[src/rtl/irq_prio_pkg.sv]
package irq_prio_pkg;

  typedef enum logic [1:0] {
    PRIV_U    = 2'd0,
    PRIV_S    = 2'd1,
    PRIV_RSVD = 2'd2,
    PRIV_M    = 2'd3
  } priv_e;

  localparam int NONSTD_BASE = 12;
  localparam int STD_CNT     = 9;
  localparam int NGRP        = 3;

  // Scan slot k of the standard causes (machine ext/sw/timer first).
  function automatic int std_slot(input int k);
    case (k)
      0:       return 11;
      1:       return 3;
      2:       return 7;
      3:       return 9;
      4:       return 1;
      5:       return 5;
      6:       return 8;
      7:       return 0;
      default: return 4;
    endcase
  endfunction

  function automatic logic mach_allowed(input priv_e p, input logic mgie);
    return (p != PRIV_M) || mgie;
  endfunction

  function automatic logic sup_allowed(input priv_e p, input logic sgie);
    return (p == PRIV_U) || ((p == PRIV_S) && sgie);
  endfunction

endpackage

[src/rtl/irq_gate.sv]
module irq_gate
  import irq_prio_pkg::*;
#(
  parameter int LOW_W        = 16,
  parameter bit HAS_BUSERR   = 1'b1,
  parameter int BUSERR_CAUSE = 128,
  localparam int PEND_W      = HAS_BUSERR ? BUSERR_CAUSE + 1 : LOW_W
) (
  input  logic [LOW_W-1:0]  pend_i,
  input  logic [LOW_W-1:0]  en_i,
  input  logic [LOW_W-1:0]  deleg_i,
  input  logic [1:0]        priv_i,
  input  logic              m_gie_i,
  input  logic              s_gie_i,
  input  logic              buserr_i,
  output logic [PEND_W-1:0] mach_vec_o,
  output logic [PEND_W-1:0] sup_vec_o,
  output logic              mach_ok_o,
  output logic              sup_ok_o
);

  localparam logic [LOW_W-1:0] FIXED_M =
    LOW_W'((1 << 3) | (1 << 7) | (1 << 11));

  logic [PEND_W-1:0] pending;
  logic [PEND_W-1:0] deleg_eff;
  logic [PEND_W-1:0] low_pend;

  assign low_pend  = PEND_W'(pend_i & en_i);
  assign deleg_eff = PEND_W'(deleg_i & ~FIXED_M);

  generate
    if (HAS_BUSERR) begin : g_berr
      always_comb begin
        pending = low_pend;
        pending[BUSERR_CAUSE] = buserr_i;
      end
    end else begin : g_noberr
      logic unused_berr;
      assign unused_berr = buserr_i;
      assign pending = low_pend;
    end
  endgenerate

  assign mach_ok_o  = mach_allowed(priv_e'(priv_i), m_gie_i);
  assign sup_ok_o   = sup_allowed(priv_e'(priv_i), s_gie_i);
  assign mach_vec_o = mach_ok_o ? (pending & ~deleg_eff) : '0;
  assign sup_vec_o  = sup_ok_o  ? (pending & deleg_eff)  : '0;

endmodule

[src/rtl/irq_group_scan.sv]
module irq_group_scan
  import irq_prio_pkg::*;
#(
  parameter int W       = 16,
  parameter int CAUSE_W = 8
) (
  input  logic [W-1:0]       vec_i,
  output logic               hit_o,
  output logic [CAUSE_W-1:0] cause_o
);

  always_comb begin
    hit_o   = 1'b0;
    cause_o = '0;
    for (int i = W - 1; i >= NONSTD_BASE; i--) begin
      if (!hit_o && vec_i[i]) begin
        hit_o   = 1'b1;
        cause_o = CAUSE_W'(i);
      end
    end
    for (int k = 0; k < STD_CNT; k++) begin
      if (std_slot(k) < W) begin
        if (!hit_o && vec_i[std_slot(k)]) begin
          hit_o   = 1'b1;
          cause_o = CAUSE_W'(std_slot(k));
        end
      end
    end
  end

endmodule

[src/rtl/irq_prio_sel.sv]
module irq_prio_sel
  import irq_prio_pkg::*;
#(
  parameter int LOW_W        = 16,
  parameter int XLEN         = 64,
  parameter bit HAS_BUSERR   = 1'b1,
  parameter int BUSERR_CAUSE = 128,
  parameter int DEBUG_CAUSE  = 14,
  localparam int CAUSE_W     = $clog2(BUSERR_CAUSE + 1),
  localparam int PEND_W      = HAS_BUSERR ? BUSERR_CAUSE + 1 : LOW_W
) (
  input  logic               clk,
  input  logic               rst_n,
  input  logic [LOW_W-1:0]   pend_i,
  input  logic [LOW_W-1:0]   en_i,
  input  logic [LOW_W-1:0]   deleg_i,
  input  logic [1:0]         priv_i,
  input  logic               m_gie_i,
  input  logic               s_gie_i,
  input  logic               dbg_req_i,
  input  logic               buserr_i,
  input  logic [XLEN-1:0]    cause_wdata_i,
  output logic               irq_take_o,
  output logic [CAUSE_W-1:0] irq_cause_o,
  output logic [XLEN-1:0]    cause_wr_o
);

  localparam logic [XLEN-1:0] CAUSE_KEEP =
    {1'b1, {(XLEN-1-CAUSE_W){1'b0}}, {CAUSE_W{1'b1}}};

  // Named internal events, visible to the bound checker.
  logic [PEND_W-1:0]  mach_vec, sup_vec;
  logic               mach_ok, sup_ok;
  logic [PEND_W-1:0]  grp_vec   [NGRP];
  logic [NGRP-1:0]    grp_hit;
  logic [CAUSE_W-1:0] grp_cause [NGRP];
  logic               win_hit;
  logic [CAUSE_W-1:0] win_cause;

  irq_gate #(
    .LOW_W(LOW_W), .HAS_BUSERR(HAS_BUSERR), .BUSERR_CAUSE(BUSERR_CAUSE)
  ) gate_i (
    .pend_i(pend_i), .en_i(en_i), .deleg_i(deleg_i), .priv_i(priv_i),
    .m_gie_i(m_gie_i), .s_gie_i(s_gie_i), .buserr_i(buserr_i),
    .mach_vec_o(mach_vec), .sup_vec_o(sup_vec),
    .mach_ok_o(mach_ok), .sup_ok_o(sup_ok)
  );

  // Group 0 = debug, 1 = machine, 2 = supervisor (scan order).
  assign grp_vec[0] = PEND_W'(dbg_req_i) << DEBUG_CAUSE;
  assign grp_vec[1] = mach_vec;
  assign grp_vec[2] = sup_vec;

  generate
    for (genvar g = 0; g < NGRP; g++) begin : g_scan
      irq_group_scan #(.W(PEND_W), .CAUSE_W(CAUSE_W)) scan_i (
        .vec_i(grp_vec[g]), .hit_o(grp_hit[g]), .cause_o(grp_cause[g])
      );
    end
  endgenerate

  always_comb begin
    win_hit   = 1'b0;
    win_cause = '0;
    for (int g = 0; g < NGRP; g++) begin
      if (!win_hit && grp_hit[g]) begin
        win_hit   = 1'b1;
        win_cause = grp_cause[g];
      end
    end
  end

  always_ff @(posedge clk or negedge rst_n) begin
    if (!rst_n) begin
      irq_take_o  <= 1'b0;
      irq_cause_o <= '0;
    end else begin
      irq_take_o  <= win_hit;
      irq_cause_o <= win_cause;
    end
  end

  assign cause_wr_o = cause_wdata_i & CAUSE_KEEP;

endmodule

[config.mk]
export PLATFORM = sky130hd
export DESIGN_NAME = irq_prio_sel
export DESIGN_NICKNAME = d
export VERILOG_FILES = /design/src/rtl/irq_prio_pkg.sv /design/src/rtl/irq_gate.sv /design/src/rtl/irq_group_scan.sv /design/src/rtl/irq_prio_sel.sv
export SDC_FILE = /design/constraint.sdc
export NUM_CORES = 1
export LEC_CHECK = 0
export ABC_CLOCK_PERIOD_IN_PS = 800
export BUFFER_PORTS_ARGS = -buffer_cell sky130_fd_sc_hd__clkbuf_2
export CAP_MARGIN = 20
export CELL_PAD_IN_SITES_DETAIL_PLACEMENT = 1
export CELL_PAD_IN_SITES_GLOBAL_PLACEMENT = 1
export CORE_AREA = 3 3 85 87
export CTS_BUF_LIST = sky130_fd_sc_hd__clkbuf_4 sky130_fd_sc_hd__clkbuf_8
export CTS_CLUSTER_SIZE = 14
export DETAILED_ROUTE_END_ITERATION = 8
export DIE_AREA = 0 0 88 90
export GPL_ROUTABILITY_DRIVEN = 0
export GPL_TIMING_DRIVEN = 0
export MAX_ROUTING_LAYER = met4
export PLACE_DENSITY_LB_ADDON = 0.1
export SYNTH_ARGS = -nofsm -noshare
export SYNTH_HDL_FRONTEND = slang
export SYNTH_SLANG_ARGS = --single-unit
[constraint.sdc]
create_clock -name clk -period 0.8 [get_ports clk]
set_input_delay 0.04 -clock clk [delete_from_list [all_inputs] [get_ports clk]]
set_output_delay 0.04 -clock clk [all_outputs]
set_load 0.01 [all_outputs]
==> summary.md <==
| Metric | Value |
|---|---|
| Count leader, synth | buf_4 |
| Total Wirelength | 3635 um |
| Post-synth cell types | 35 |
| Final hold violation count | 0 |
| Layout cells sized above 1 | 0.5336 |
| WL met1 | approximately 1600 um |
| Final Critical Period | around 1.2 ns |
| Status | finished, violations left |
| Largest net degree at the start of global routing | 9 |
| HP Class | in -> reg |
| Diodes inserted | 0 |
| Largest family of logic cells by synthesized area | buffers and inverters |
| Final Max Tran Viols | 0 |
| Post-Synth Simple-Gate Area | 0.2454 |
| Failing checks | negative setup slack |
| Mapped Cells | around 150 |
| Multi-input logic area | just over 700 um2 |
| Fill cell count | roughly 830 |
| Worst slack at placement | -1.039 ns |
| P_leak | 1.070 nW |
| Sequential Area | ~150 um2 |
| H-tree depth | 1 |
| Avg Vias per Cell | roughly 3.6 |
| GRT Overall Usage | 0.08802 |
| Setup TNS | -1.582 ns |
| Kind of critical path | in -> reg |
| Final design utilization | 0.2877 |
| Avg WL per Cell | ~11 um |
| Fmax | just under 0.9 GHz |
| Vias in the first global route | roughly 1200 |
| Metal2 WL | approximately 1600 um |
| DIE AREA | between 7000 and 8000 um2 |
| # rows | 29 |
| CTS max path bufs | 2 |
| Port Buffers | 57 |
| Area delta synth->final | 68.61% |
| Post-Synth XOR/XNOR Area | 0 |
| Worst EP arrival | between 1 and 1.5 ns |
| Met3 WL post-DR | between 300 and 400 um |
| Yosys top cell by area | buf_4 |
| PwrDens | roughly 900 nW/um2 |
| Top_reg_cell synth | dfrtp_1 |
| Num ports | about 190 |
| Global route total overflow | 0 |
| Dpl cell area | 1692 um2 |
| Total power | roughly 1.7 mW |
| Remaining antenna violation count | 0 |
| Routed via count | between 1000 and 1500 |
| Post-synthesis compound-gate area fraction | 0.1484 |
| Synth top area share | 0.4589 |
| Netlist Area Pre-Place | approximately 1100 um2 |
| Endpoints failing setup | 5 |
| Startpoint Class | primary input |
| CTS buffer count | 3 |
| Die W | just under 90 um |
| CTS tree | built |
| Top Metal Used | met4 |
| Initial antenna violation count | 0 |
| Max-cap violation count | 0 |
| Yosys warns | 0 |
| Die H | approximately 90 um |
| Post-synth ARST share | 1.000 |
| Initial Util | 0.1707 |
| Mux cell area share after synthesis | 0 |
| Clock-pin slew on the worst setup and hold paths | 0.03 ns |
| Post-Syn Area per Cell | roughly 7.5 um2 |
| Initial DRT Pass Iterations | 4 |
| Crit-path max FO | 3 |
| Maximum vdd drop | approximately 0.00035 V |
| Endpoint class of the critical path | flop |
| Hpwl dp | around 3400 um |
| CTS Sinks | 6 |
| Post-layout worst setup margin | -0.3549 ns |
| First-pass GRT wire length | ~5600 um |
| Root Driver | clkbuf_8 |
| Post-Synth Adder-Cell Area | 0 |
| Core Box Area | 6422 um2 |
| RSZ-0062 raised after global routing | true |
| Leading post-synthesis cells by cell area | buf_4 (46%), dfrtp_1 (14%), nand3b_1 (4.1%), nand2_1 (3.4%), nand3_1 (3.2%) |
| Register area share after synthesis | 0.1370 |
| Synth cell count leaders | buf_4 (67), nand2_1 (10), nand3_1 (7) |
| DRC violations left | 0 |
| Net count, final | 390 |
| Synthesis-stage register bit count | 6 |
| Critical path required time | 0.88 ns |
| Final critical-path share of the clock period | 1.444 |
| EDFF count, synth | 0 |
| Final instance area | 1848 um2 |
| Initial DRC Count | 17 |
## layout by cell type, fill, tap and decap left out, types with 2 or more instances in the layout
| cell | Yosys | final |
|---|---|---|
| and3_1 | 5 | 5 |
| clkbuf_2 | 0 | 55 |
| conb_1 | 1 | 58 |
| o21ai_0 | 3 | 2 |
| o21ai_2 | 0 | 2 |
| nand3b_1 | 6 | 6 |
| buf_4 | 67 | 71 |
| buf_6 | 0 | 2 |
| nand4_1 | 4 | 4 |
| nand3_1 | 7 | 7 |
| a21oi_1 | 4 | 4 |
| nand2_1 | 10 | 9 |
| dfrtp_1 | 6 | 6 |
| clkbuf_8 | 0 | 3 |
| nor2_1 | 6 | 6 |
## kinds of logic (layout without fill, tap and decap cells)
family | count (synthesis) | in the layout
AO/OA/AOI/OAI | 22 | 22
buffers and inverters | 69 | 134
other | 1 | 58
AND/OR/NAND/NOR | 48 | 48
flip-flops | 6 | 6
## through the flow
step	cells	hold slack (ns)
global placement	337	-0.1315
CTS	344	0.1061
global route	345	0.1320
detailed placement	337	-0.1279
finish	345	0.1056
floorplan	203	-0.2556
## power breakdown
group | internal [mW] | switching (mW) | total (mW)
Clock | 0.323 | 0.123 | 0.446
Sequential | 0.327 | 0.00494 | 0.332
Combinational | 0.450 | 0.430 | 0.880
Total | 1.10 | 0.558 | 1.66
## state kept, by name, indices dropped and copies added, names as in the netlist
signal	cells
irq_take_o	1
irq_cause_o	5
## metal layers
layer | global-route usage | up-vias
met5 | - | -
met4 | 0.01918 | 0
met3 | 0.01280 | 5
met2 | 0.1407 | 74
met1 | 0.1166 | 523
li1 | - | 631
## layout make-up
type	count	area share
plain buffers	68	0.2742
clock buffers	3	0.02234
inverters	1	0.002031
multi-input cells	128	0.3852
flip-flops and latches	6	0.08125
well taps	77	0.05213
repair buffers	62	0.1828
## final timing paths
path | from | to | slack [ns] | depth (start not counted)
min in group asynchronous | rst_n | irq_cause_o[7] | 0.18 | 2
hold / removal | buserr_i | irq_cause_o[7] | 0.11 | 2
max in group asynchronous | rst_n | irq_cause_o[3] | 0.48 | 2
setup / recovery | pend_i[11] | irq_cause_o[0] | -0.35 | 8
## worst max-delay path: stages
cell and delay [ns]:
buf_6 0.09, a222oi_1 0.32, buf_4 0.18, o2111ai_4 0.12, buf_4 0.19, nand2_1 0.05
and3_1 0.16, o32ai_2 0.08
## what timing repair did
| item | CTS | global route |
|---|---|---|
| hold endpoints to repair | 6 | 0 |
| gates cloned | 0 | 0 |
| setup endpoints to repair | 5 | 5 |
| setup buffers | 3 | 1 |
| hold buffers | 1 | 0 |
| gates resized for setup | 8 | 8 |
| pin swaps | 5 | 1 |
Power figures use the tool's default switching activity.
